**src/rtl/ssp_pkg.sv**
```systemverilog
package ssp_pkg;
  typedef enum logic [1:0] {
    SRC_OFF = 2'd0,
    SRC_PIN = 2'd1,
    SRC_TMR = 2'd2,
    SRC_SW  = 2'd3
  } ssp_src_e;

  typedef enum logic [1:0] {
    REG_DATA  = 2'd0,
    REG_COUNT = 2'd1,
    REG_STAT  = 2'd2,
    REG_CTRL  = 2'd3
  } ssp_reg_e;

  localparam int CTRL_FALL_BIT   = 2;
  localparam int CTRL_IEN_BIT    = 3;
  localparam int CTRL_STROBE_BIT = 4;
endpackage

```
**src/rtl/ssp_event_gen.sv**
```systemverilog
module ssp_event_gen
  import ssp_pkg::*;
#(
  parameter int SYNC_STAGES = 2
) (
  input  logic     clk,
  input  logic     rst_n,
  input  logic     sck_pin,
  input  logic     sdi_pin,
  input  logic     tmr_tick,
  input  logic     sw_strobe,
  input  ssp_src_e src,
  input  logic     smp_fall,
  output logic     sdi_s,
  output logic     shift_evt,
  output logic     cnt_evt,
  output logic     latch_open
);
  localparam int TOP = SYNC_STAGES - 1;

  logic [TOP:0] sck_sync;
  logic [TOP:0] sdi_sync;
  logic         sck_prev;
  logic         sck_rise;
  logic         sck_fall;

  always_ff @(posedge clk or negedge rst_n) begin
    if (!rst_n) begin
      sck_sync <= '0;
      sdi_sync <= '0;
      sck_prev <= 1'b0;
    end else begin
      sck_sync <= {sck_sync[TOP-1:0], sck_pin};
      sdi_sync <= {sdi_sync[TOP-1:0], sdi_pin};
      sck_prev <= sck_sync[TOP];
    end
  end

  assign sck_rise = sck_sync[TOP] & ~sck_prev;
  assign sck_fall = ~sck_sync[TOP] & sck_prev;
  assign sdi_s    = sdi_sync[TOP];

  always_comb begin
    shift_evt  = 1'b0;
    cnt_evt    = 1'b0;
    latch_open = 1'b1;
    unique case (src)
      SRC_PIN: begin
        cnt_evt    = sck_rise | sck_fall;
        shift_evt  = smp_fall ? sck_fall : sck_rise;
        latch_open = smp_fall ? sck_rise : sck_fall;
      end
      SRC_TMR: begin
        cnt_evt   = tmr_tick;
        shift_evt = tmr_tick;
      end
      SRC_SW: begin
        cnt_evt   = sw_strobe;
        shift_evt = sw_strobe;
      end
      default: ;
    endcase
  end

  AST_SHIFT_IMPLIES_COUNT: assert property (@(posedge clk) disable iff (!rst_n)
    shift_evt |-> cnt_evt);
  AST_PIN_EDGES_SPLIT: assert property (@(posedge clk) disable iff (!rst_n)
    (src == SRC_PIN) && shift_evt |-> !latch_open);
endmodule

```
**src/rtl/ssp_shift_reg.sv**
```systemverilog
module ssp_shift_reg #(
  parameter int DATA_W = 8
) (
  input  logic              clk,
  input  logic              rst_n,
  input  logic              wr_en,
  input  logic [DATA_W-1:0] wdata,
  input  logic              shift_evt,
  input  logic              sdi_s,
  input  logic              latch_open,
  output logic [DATA_W-1:0] dr,
  output logic              sdo
);
  localparam int MSB = DATA_W - 1;

  function automatic logic [DATA_W-1:0] shift_in(input logic [DATA_W-1:0] d,
                                                 input logic b);
    return {d[MSB-1:0], b};
  endfunction

  logic latch_q;

  always_ff @(posedge clk or negedge rst_n) begin
    if (!rst_n) begin
      dr <= '0;
    end else if (wr_en) begin
      dr <= wdata;
    end else if (shift_evt) begin
      dr <= shift_in(dr, sdi_s);
    end
  end

  always_ff @(posedge clk or negedge rst_n) begin
    if (!rst_n) begin
      latch_q <= 1'b0;
    end else if (latch_open) begin
      latch_q <= dr[MSB];
    end
  end

  assign sdo = latch_open ? dr[MSB] : latch_q;

  AST_SHIFT_LEFT: assert property (@(posedge clk) disable iff (!rst_n)
    shift_evt && !wr_en |=> dr[MSB:1] == $past(dr[MSB-1:0]));
  AST_DATA_WR_WINS: assert property (@(posedge clk) disable iff (!rst_n)
    wr_en |=> dr == $past(wdata));
  AST_SDO_HELD: assert property (@(posedge clk) disable iff (!rst_n)
    !latch_open && $past(!latch_open) |-> $stable(sdo));
endmodule

```
**src/rtl/ssp_bit_counter.sv**
```systemverilog
module ssp_bit_counter #(
  parameter int CNT_W = 4
) (
  input  logic             clk,
  input  logic             rst_n,
  input  logic             wr_en,
  input  logic [CNT_W-1:0] wdata,
  input  logic             cnt_evt,
  input  logic             flag_clr,
  output logic [CNT_W-1:0] cnt,
  output logic             ovf_flag,
  output logic             wrap
);
  function automatic logic [CNT_W:0] bump(input logic [CNT_W-1:0] c);
    return {1'b0, c} + 1'b1;
  endfunction

  logic [CNT_W:0] cnt_plus;

  assign cnt_plus = bump(cnt);
  assign wrap     = cnt_evt & ~wr_en & cnt_plus[CNT_W];

  always_ff @(posedge clk or negedge rst_n) begin
    if (!rst_n) begin
      cnt <= '0;
    end else if (wr_en) begin
      cnt <= wdata;
    end else if (cnt_evt) begin
      cnt <= cnt_plus[CNT_W-1:0];
    end
  end

  always_ff @(posedge clk or negedge rst_n) begin
    if (!rst_n) begin
      ovf_flag <= 1'b0;
    end else if (wrap) begin
      ovf_flag <= 1'b1;
    end else if (flag_clr) begin
      ovf_flag <= 1'b0;
    end
  end

  AST_COUNT_UP: assert property (@(posedge clk) disable iff (!rst_n)
    cnt_evt && !wr_en && (cnt != '1) |=> cnt > $past(cnt));
  AST_WRAP_SETS_FLAG: assert property (@(posedge clk) disable iff (!rst_n)
    cnt_evt && !wr_en && (cnt == '1) |=> (cnt == '0) && ovf_flag);
  AST_COUNT_WR_WINS: assert property (@(posedge clk) disable iff (!rst_n)
    wr_en |=> cnt == $past(wdata));
endmodule

```
**src/rtl/ser_shift_port.sv**
```systemverilog
module ser_shift_port
  import ssp_pkg::*;
#(
  parameter int DATA_W      = 8,
  parameter int CNT_W       = 4,
  parameter int SYNC_STAGES = 2
) (
  input  logic              clk,
  input  logic              rst_n,
  input  logic [1:0]        host_addr,
  input  logic              host_wr,
  input  logic [DATA_W-1:0] host_wdata,
  output logic [DATA_W-1:0] host_rdata,
  input  logic              sck_pin,
  input  logic              sdi_pin,
  input  logic              tmr_tick,
  output logic              sdo_pin,
  output logic              irq
);
  localparam int CTRL_W = 4;

  ssp_src_e          ctl_src;
  logic              ctl_fall;
  logic              ctl_ien;
  logic              wr_data, wr_cnt, wr_ctrl;
  logic              flag_clr, sw_strobe;
  logic              sdi_s, shift_evt, cnt_evt, latch_open;
  logic [DATA_W-1:0] dr;
  logic [CNT_W-1:0]  cnt;
  logic              ovf_flag, wrap;

  assign wr_data   = host_wr && (host_addr == REG_DATA);
  assign wr_cnt    = host_wr && (host_addr == REG_COUNT);
  assign wr_ctrl   = host_wr && (host_addr == REG_CTRL);
  assign flag_clr  = host_wr && (host_addr == REG_STAT) && host_wdata[0];
  assign sw_strobe = wr_ctrl && host_wdata[CTRL_STROBE_BIT] && (ctl_src == SRC_SW);

  always_ff @(posedge clk or negedge rst_n) begin
    if (!rst_n) begin
      ctl_src  <= SRC_OFF;
      ctl_fall <= 1'b0;
      ctl_ien  <= 1'b0;
    end else if (wr_ctrl) begin
      ctl_src  <= ssp_src_e'(host_wdata[1:0]);
      ctl_fall <= host_wdata[CTRL_FALL_BIT];
      ctl_ien  <= host_wdata[CTRL_IEN_BIT];
    end
  end

  ssp_event_gen #(.SYNC_STAGES(SYNC_STAGES)) u_evt (
    .clk        (clk),
    .rst_n      (rst_n),
    .sck_pin    (sck_pin),
    .sdi_pin    (sdi_pin),
    .tmr_tick   (tmr_tick),
    .sw_strobe  (sw_strobe),
    .src        (ctl_src),
    .smp_fall   (ctl_fall),
    .sdi_s      (sdi_s),
    .shift_evt  (shift_evt),
    .cnt_evt    (cnt_evt),
    .latch_open (latch_open)
  );

  ssp_shift_reg #(.DATA_W(DATA_W)) u_sreg (
    .clk        (clk),
    .rst_n      (rst_n),
    .wr_en      (wr_data),
    .wdata      (host_wdata),
    .shift_evt  (shift_evt),
    .sdi_s      (sdi_s),
    .latch_open (latch_open),
    .dr         (dr),
    .sdo        (sdo_pin)
  );

  ssp_bit_counter #(.CNT_W(CNT_W)) u_cnt (
    .clk      (clk),
    .rst_n    (rst_n),
    .wr_en    (wr_cnt),
    .wdata    (host_wdata[CNT_W-1:0]),
    .cnt_evt  (cnt_evt),
    .flag_clr (flag_clr),
    .cnt      (cnt),
    .ovf_flag (ovf_flag),
    .wrap     (wrap)
  );

  assign irq = ovf_flag & ctl_ien;

  always_comb begin
    unique case (host_addr)
      REG_DATA:  host_rdata = dr;
      REG_COUNT: host_rdata = {{(DATA_W-CNT_W){1'b0}}, cnt};
      REG_STAT:  host_rdata = {{(DATA_W-1){1'b0}}, ovf_flag};
      default:   host_rdata = {{(DATA_W-CTRL_W){1'b0}}, ctl_ien, ctl_fall, ctl_src};
    endcase
  end

  AST_IRQ_ON_WRAP: assert property (@(posedge clk) disable iff (!rst_n)
    wrap && ctl_ien && !wr_ctrl |=> irq);
  AST_IRQ_QUIET: assert property (@(posedge clk) disable iff (!rst_n)
    !ctl_ien |-> !irq);
endmodule

```
**config.mk**
```make
export PLATFORM = sky130hd
export DESIGN_NAME = ser_shift_port
export DESIGN_NICKNAME = d
export VERILOG_FILES = /design/src/rtl/ssp_pkg.sv /design/src/rtl/ssp_event_gen.sv /design/src/rtl/ssp_shift_reg.sv /design/src/rtl/ssp_bit_counter.sv /design/src/rtl/ser_shift_port.sv
export SDC_FILE = /design/constraint.sdc
export NUM_CORES = 1
export LEC_CHECK = 0
export BUFFER_PORTS_ARGS = -buffer_cell sky130_fd_sc_hd__buf_2
export CAP_MARGIN = 0
export CORE_MARGIN = 5
export CORE_UTILIZATION = 47
export DETAILED_ROUTE_END_ITERATION = 8
export GPL_ROUTABILITY_DRIVEN = 0
export HOLD_SLACK_MARGIN = 0.1
export PLACE_DENSITY = 0.82
export SYNTH_ARGS = -nofsm -noshare
export SYNTH_HDL_FRONTEND = slang
export SYNTH_HIERARCHICAL = 1
export SYNTH_SLANG_ARGS = --single-unit
```
**constraint.sdc**
```tcl
create_clock -name clk -period 1.6 [get_ports clk]
set_input_delay 0.16 -clock clk [delete_from_list [all_inputs] [get_ports clk]]
set_output_delay 0.16 -clock clk [all_outputs]
set_load 0.01 [all_outputs]
```
-- After elaboration in Yosys (flattened, before gate mapping)
Index checks and enable logic that the tools add are counted.
Widths: inputs -> output; s select.
- bits in latches: 0
- memories: 0
- flip-flop bits (word level): 23
- logic and storage cells: 50
- RAM bits: 0
- ROM bits: 0
- muxes and demuxes: 13
- reductions and logical operators: 11
- div/mod/pow operators: 0
- $mul: 0
- equality and inequality tests: 6
- magnitude comparators: 0
- shift operators: 0
- $add $sub $neg: 1
- bitwise operators: 9
- operators by type and width (cell ; count):
    $pmux 8 s3 ; 1
    $mux 8 ; 2
    $eq 2x2->1 const B ; 4
    $mux 4 ; 2
    $logic_and 1x1->1 ; 7
    $mux 1 ; 6
    $pmux 1 s3 ; 2
    $reduce_bool 2->1 ; 3
    $add 4x1->5 const B ; 1
    $and 1x1->1 ; 5
    $eq 2x1->1 const B ; 2
    $not 1->1 ; 3
    $logic_not 2->1 ; 1
    $or 1x1->1 ; 1

-- Depth between registers and ports, before layout
Gate-level depths: netlist (run 1).
- depth after elaboration: 8
- gate-level depth with buffers: 8
- mapped depth without buffers: 7

-- Hierarchy
Netlist (run 1), hierarchy kept.
- by module, submodules not included (module ; area an instance (µm²) ; cells an instance ; times used):
    ssp_shift_reg ; 409.1 ; 36 ; 1
    ser_shift_port ; 319.1 ; 34 ; 1
    ssp_bit_counter ; 251.5 ; 24 ; 1
    ssp_event_gen ; 215.2 ; 17 ; 1

-- Worst setup path before layout (run 1)
Ideal clock, no wire load.
- path type: flip-flop to flip-flop
- start: register ctl_src[0]
- end: register u_cnt.cnt[3]
- required time: 1475 ps
- path slack: -81 ps
- arrival time: 1556 ps
- library setup time: 125 ps
- cell stages (with the launch flop): 8
- path buffers: 0
- cells stage by stage: dfrtp_1 -> nand4_1 -> nor2_1 -> mux2i_1 -> o22ai_1 -> nand4_2 -> xnor2_1 -> mux2_2
- word-level cells in the longest chain between the ends: 4
- elaborated cells on any way between the ends: 6
- classes of those cells: eq/ne: 3; mux: 1; reduce/logical: 2
- ends and longest elaborated chain (what ; RTL line ; source):
    start: declaration ; ser_shift_port.sv:22 ; ssp_src_e ctl_src;
    start signal: assignment ; ser_shift_port.sv:44 ; ctl_src <= ssp_src_e'(host_wdata[1:0]);
    $eq 2x2->1 ; ser_shift_port.sv:36 ; assign sw_strobe = wr_ctrl && host_wdata[CTRL_STROBE_BIT] && (ctl_src == SRC_SW);
    $logic_and 1x1->1 ; ser_shift_port.sv:36 ;
    named net sw_strobe ; ser_shift_port.sv:26 ; logic flag_clr, sw_strobe;
    $pmux 1 s3 ; ssp_event_gen.sv:47 ; unique case (src)
    named net cnt_evt ; ser_shift_port.sv:27 ; logic sdi_s, shift_evt, cnt_evt, latch_open;
    $reduce_bool 2->1 (no source line) ; -- ;
    end signal: assignment ; ssp_bit_counter.sv:27 ; cnt <= wdata;
    end signal: assignment ; ssp_bit_counter.sv:29 ; cnt <= cnt_plus[CNT_W-1:0];
    end: declaration ; ssp_bit_counter.sv:10 ; output logic [CNT_W-1:0] cnt,
The timed path passes the listed nets, and every way through them passes these cells.
A chain may end at the register's enable or synchronous reset.

-- Worst setup path after layout (run 1)
- start: register u_evt.sck_sync[1]
- end: output port sdo_pin
- word-level cells in the longest chain between the ends: 5
- elaborated cells on any way between the ends: 6
- classes of those cells: mux: 3; bitwise: 3
- ends and longest elaborated chain (what ; RTL line ; source):
    start: declaration ; ssp_event_gen.sv:21 ; logic [TOP:0] sck_sync;
    start signal: assignment ; ssp_event_gen.sv:33 ; sck_sync <= {sck_sync[TOP-1:0], sck_pin};
    $not 1->1 ; ssp_event_gen.sv:40 ; assign sck_fall = ~sck_sync[TOP] & sck_prev;
    $and 1x1->1 ; ssp_event_gen.sv:40 ;
    $mux 1 (*) ; ssp_event_gen.sv:51 ; latch_open = smp_fall ? sck_rise : sck_fall;
    $mux 1 (*) ; ssp_event_gen.sv:47 ;
    named net latch_open ; ser_shift_port.sv:27 ;
    $mux 1 (*) ; ssp_shift_reg.sv:41 ; assign sdo = latch_open ? dr[MSB] : latch_q;
    end: declaration ; ser_shift_port.sv:17 ; output logic sdo_pin,
Mark *: on every way through the listed nets, which the timed path passes. The rest lies on a longest branch.

==> flow_summary.json, run 1 <==
{
  "dieArea_um2": 3640,
  "hp-class": "primary input to flip-flop",
  "pin_count": 26,
  "final_cell_mix": "buf_2, dfrtp_1, mux2i_1, nand2_1",
  "finalCritPeriodShare_pct": 111,
  "criticalPathCategory": "flip-flop to primary output",
  "viasPerCell": 5.24,
  "syn_area_um2": 1190,
  "peakVddDrop_v": 0.000927,
  "violations": "setup timing",
  "fin_ws_ns": -0.182,
  "clk_pin_slew_ns": 0.13,
  "grt_max_degree": 24,
  "stdcell_count": 181,
  "route.vias.total": 949,
  "track_usage_pct": 16.5,
  "drc": 0,
  "area_delta_synth_final_pct": 28.2,
  "cp_data_arrival_time_ns": 1.62,
  "antenna_found_initial": 0,
  "num_antenna_cells": 0,
  "max_freq_mhz": 561,
  "outcome": "complete, but fails checks",
  "cts_tree": "yes",
  "drive_gt1_share_pct": 33.1,
  "numCtsBuffers": 3,
  "end_kind": "primary output",
  "final.min_clock_period_ns": 1.78,
  "grt_pass1_vias": 985,
  "synth_fp_nets": 129,
  "portBuffers": 25,
  "rsz0062_at_grt": "yes",
  "finalMaxSlewViolations": 0,
  "skew_ns": 0.00637,
  "sequential_cell_area_um2": 577,
  "die_w_um": 60.3,
  "wl_per_cell_um": 14.6,
  "leakage_nw": 0.710,
  "fillCellCount": 203,
  "start_util_pct": 48.5,
  "power_density_nw_per_um2": 1260,
  "utilization_pct": 62.2,
  "fin_tns_setup_ns": -0.182,
  "critPathMaxFanout": 3,
  "dr.pass1.iters": 4,
  "final_common_cell": "buf_2",
  "routed_wl_um": 2640,
  "clkLatencyLatePin_ns": 0.31,
  "crit_chain": "inv_1 -> ha_2 -> mux2i_1 -> nand3_1 -> mux2_4 -> buf_6",
  "final_antenna_net_count": 0,
  "overflow": 0,
  "worst_pin_slew_ns": 0.507,
  "dieHeight_um": 60.3,
  "worstPathRequired_ns": 1.44,
  "power.total_mw": 1.92,
  "syn_area_per_cell_um2": 10.8,
  "cts_buffer_depth": 2,
  "clock-root-buffer": "clkbuf_4",
  "dp_cells": 167,
  "grt_pass1_wl_um": 4370,
  "slowest_delay_ns": 0.39,
  "setup_viol": 1,
  "hold_slack_ns": 0.112,
  "finalHoldViolations": 0,
  "multi_input_area_um2": 579,
  "cts.sinks": 23,
  "crit_path_start_kind": "flip-flop",
  "rows": 18,
  "netlist_instances": 110,
  "synth_warnings": 6,
  "relSlewSlack_pct": 66.2,
  "crit_slowest_cell": "dfrtp_1",
  "dp_hpwl_um": 1980,
  "finalNetCount": 171,
  "drt-initial-drc-count": 20,
  "design.core.area_um2": 2450,
  "maxCapViolCount": 0,
  "htreeDepth": 1
}
path summary, 6_finish.rpt:
kind,from,to,slack (ns),cells after the start
max,u_evt/sck_sync[1],sdo_pin,-0.18,6
min,host_wdata[3],u_sreg/dr[3],0.11,3
max reg2reg,ctl_src[0],u_cnt/cnt[3],0.03,6
min reg2reg,u_evt/sck_sync[0],u_evt/sck_sync[1],0.37,0
max in group asynchronous,rst_n,ctl_src[0],0.88,2
min in group asynchronous,rst_n,u_sreg/dr[6],0.36,2
worst max-delay path, delay by kind of cell (launching register included):
kind          cells  cell delay [ns]
simple gates      1             0.11
buf+inv           2             0.18
fa+ha+maj         1             0.18
mux               2             0.44
flops             1             0.39
metrics by stage:
| step | area (µm²) | setup WS (ns) |
|---|---|---|
| 6_report | 1530 | -0.182 |
| 5_1_grt | 1530 | -0.273 |
| 4_1_cts | 1520 | -0.218 |
| 3_5_place_dp | 1370 | 0.0450 |
| 3_3_place_gp | 1370 | 0.113 |
| 2_1_floorplan | 1200 | 0.0402 |
registers in the layout (all words and copies together) (netlist names):
register / flops
u_sreg/dr: 8
u_cnt/cnt: 4
ctl_src: 2
u_evt/sck_sync: 2
u_evt/sdi_sync: 2
ctl_fall: 1
ctl_ien: 1
u_cnt/ovf_flag: 1
u_evt/sck_prev: 1
u_sreg/latch_q: 1
cell type report:
cell class / count / share of cell area, %
Clock inverter: 1 / 0.328
Clock buffer: 3 / 1.48
Sequential cell: 23 / 37.8
Multi-Input combinational cell: 78 / 38.0
Inverter: 4 / 0.984
Tap cell: 30 / 2.46
Timing Repair Buffer: 42 / 19.0
repair_timing:
item / 4_1_cts / 5_1_grt
gates resized for setup: 4 / 7
hold endpoints to repair: 33 / 0
hold buffers: 10 / 0
cloned: 0 / 0
setup endpoints to repair: 1 / 14
pin swaps: 1 / 0
buffers inserted: 0 / 1
report_power, final:
part           internal (mW)  leakage (nW)  switching (mW)
registers              0.775         0.277           0.197
clock network         0.0934        0.0177           0.171
logic                  0.382         0.415           0.304
total                   1.25         0.710           0.672
routing by layer:
layer	global-route usage [%]	routed length (µm)	up-vias
met3	2.55	119	2
met4	5.70	12	0
met1	19.4	1060	462
met5	0	0	-
met2	30.2	1450	23
li1	-	-	462
No activity file was read; power rests on OpenSTA's default activity.
==> run 2: changes to the inputs <==
--- a/config.mk
+++ b/config.mk
@@ -7,12 +7,15 @@
 export LEC_CHECK = 0
 export BUFFER_PORTS_ARGS = -buffer_cell sky130_fd_sc_hd__buf_2
 export CAP_MARGIN = 0
+export CORE_ASPECT_RATIO = 1.1
 export CORE_MARGIN = 5
 export CORE_UTILIZATION = 47
+export CTS_CLUSTER_SIZE = 30
 export DETAILED_ROUTE_END_ITERATION = 8
 export GPL_ROUTABILITY_DRIVEN = 0
 export HOLD_SLACK_MARGIN = 0.1
 export PLACE_DENSITY = 0.82
+export SETUP_SLACK_MARGIN = 0.3
 export SYNTH_ARGS = -nofsm -noshare
 export SYNTH_HDL_FRONTEND = slang
 export SYNTH_HIERARCHICAL = 1
==> flow_summary.json, run 2 (synthesized netlist as in run 1, its figures left out) <==
{
  "outcome": "complete, but fails checks",
  "violations": "setup timing",
  "peakVddDrop_v": 0.000929,
  "worstPathRequired_ns": 1.44,
  "finalNetCount": 179,
  "finalCritPeriodShare_pct": 110,
  "end_kind": "primary output",
  "crit_chain": "inv_1 -> ha_2 -> mux2i_1 -> nand3_1 -> mux2_4 -> buf_6",
  "route.vias.total": 1037,
  "clk_pin_slew_ns": 0.12,
  "power_density_nw_per_um2": 1310,
  "antenna_found_initial": 0,
  "finalHoldViolations": 0,
  "max_freq_mhz": 567,
  "dieArea_um2": 3640,
  "finalMaxSlewViolations": 0,
  "crit_path_start_kind": "flip-flop",
  "start_util_pct": 48.2,
  "rows": 19,
  "grt_pass1_vias": 1050,
  "pin_count": 26,
  "final_cell_mix": "dfrtp_1, buf_2, buf_4",
  "htreeDepth": 1,
  "worst_pin_slew_ns": 0.511,
  "placed_area_um2": 1380,
  "drive_gt1_share_pct": 39.6,
  "final.min_clock_period_ns": 1.76,
  "fin_tns_setup_ns": -0.162,
  "viasPerCell": 5.46,
  "power.total_mw": 2.12,
  "grt_max_degree": 24,
  "crit_slowest_cell": "dfrtp_1",
  "finalInstanceArea_um2": 1620,
  "cts_buffer_depth": 2,
  "skew_ns": 0.00419,
  "die_w_um": 58,
  "num_antenna_cells": 0,
  "dieHeight_um": 62.8,
  "cts.sinks": 23,
  "dp_cells": 168,
  "dp_slack_ns": 0.0209,
  "hp-class": "primary input to flip-flop",
  "fin_ws_ns": -0.162,
  "clkLatencyLatePin_ns": 0.30,
  "clock-root-buffer": "clkbuf_4",
  "setup_viol": 1,
  "largest_register": "u_sreg/dr",
  "largest_registers": "u_sreg/dr: 8 flops, u_cnt/cnt: 4 flops",
  "overflow": 0,
  "leakage_nw": 0.752,
  "numCtsBuffers": 3,
  "dr.pass1.iters": 4,
  "largest_reg_flops": 8,
  "stdcell_count": 190,
  "cp_top_family": "multiplexers",
  "maxCapViolCount": 0,
  "grt_pass1_wl_um": 4900,
  "dp_hpwl_um": 2000,
  "cp_data_arrival_time_ns": 1.60,
  "reg2reg_depth": 6,
  "slowest_delay_ns": 0.39,
  "portBuffers": 25,
  "criticalPathCategory": "flip-flop to primary output",
  "drt-initial-drc-count": 38,
  "final_antenna_net_count": 0,
  "routed_wl_um": 3040,
  "utilization_pct": 65.6,
  "wl_per_cell_um": 16.0,
  "cp_num_buf_inv": 2,
  "rsz0062_at_grt": "yes",
  "cts_tree": "yes",
  "fillCellCount": 197,
  "relSlewSlack_pct": 65.9,
  "drc": 0,
  "critPathMaxFanout": 3,
  "design.core.area_um2": 2470,
  "area_delta_synth_final_pct": 36.1,
  "track_usage_pct": 17.6,
  "hold_depth": 3,
  "hold_slack_ns": 0.134,
  "cp.depth": 6
}
-- run 2: cell types whose count changed in the layout (fill, tap and decap cells not counted), sizes merged --
| cell | previous run | this run |
|---|---|---|
| clkinv | 1 | 0 |
| dlygate4sd3 | 10 | 9 |
| buf | 32 | 41 |
| clkbuf | 3 | 4 |
-- run 2: layer usage --
metal  track usage (%)  part of all wire (%)  up-vias
met3              2.89                   5.7        8
li1                  -                     -      483
met5                 0                     0        -
met2              30.8                    52       52
met1              20.0                    40      494
met4              9.28                   2.7        0
-- run 2: final cells by class --
class | instances | area (µm²) | share of cell area, %
multi-input cells | 78 | 611 | 37.7
flip-flops and latches | 23 | 576 | 35.5
repair buffers | 50 | 355 | 21.9
well taps | 31 | 38.8 | 2.39
clock buffers | 4 | 26.3 | 1.62
inverters | 4 | 15.0 | 0.926
-- run 2: where the power goes --
| group | switching [mW] | internal, mW | leakage, nW | total (mW) |
|---|---|---|---|---|
| sequential | 0.154 | 0.774 | 0.278 | 0.928 |
| clock | 0.166 | 0.0972 | 0.0150 | 0.263 |
| combinational | 0.413 | 0.520 | 0.459 | 0.933 |
| total | 0.732 | 1.39 | 0.752 | 2.12 |
-- run 2: timing repair --
item,in CTS,in global routing
pin swaps,8,8
setup buffers,7,2
hold buffers,8,1
gates resized for setup,11,10
endpoints found under the hold margin,30,1
endpoints found under the setup margin,17,19
-- run 2: worst min-delay path: stages --
cell and delay, ns:
buf_2 0.13, nand2_1 0.07, o21ai_1 0.06
-- run 2: worst paths after layout --
kind | start | end | slack [ns]
max | u_evt/sck_sync[1] | sdo_pin | -0.16
min | host_wdata[0] | u_cnt/cnt[0] | 0.13
max reg2reg | ctl_src[0] | u_cnt/cnt[3] | 0
min reg2reg | u_evt/sck_sync[0] | u_evt/sck_sync[1] | 0.37
max in group asynchronous | rst_n | u_sreg/latch_q | 0.89
min in group asynchronous | rst_n | u_evt/sdi_sync[0] | 0.36
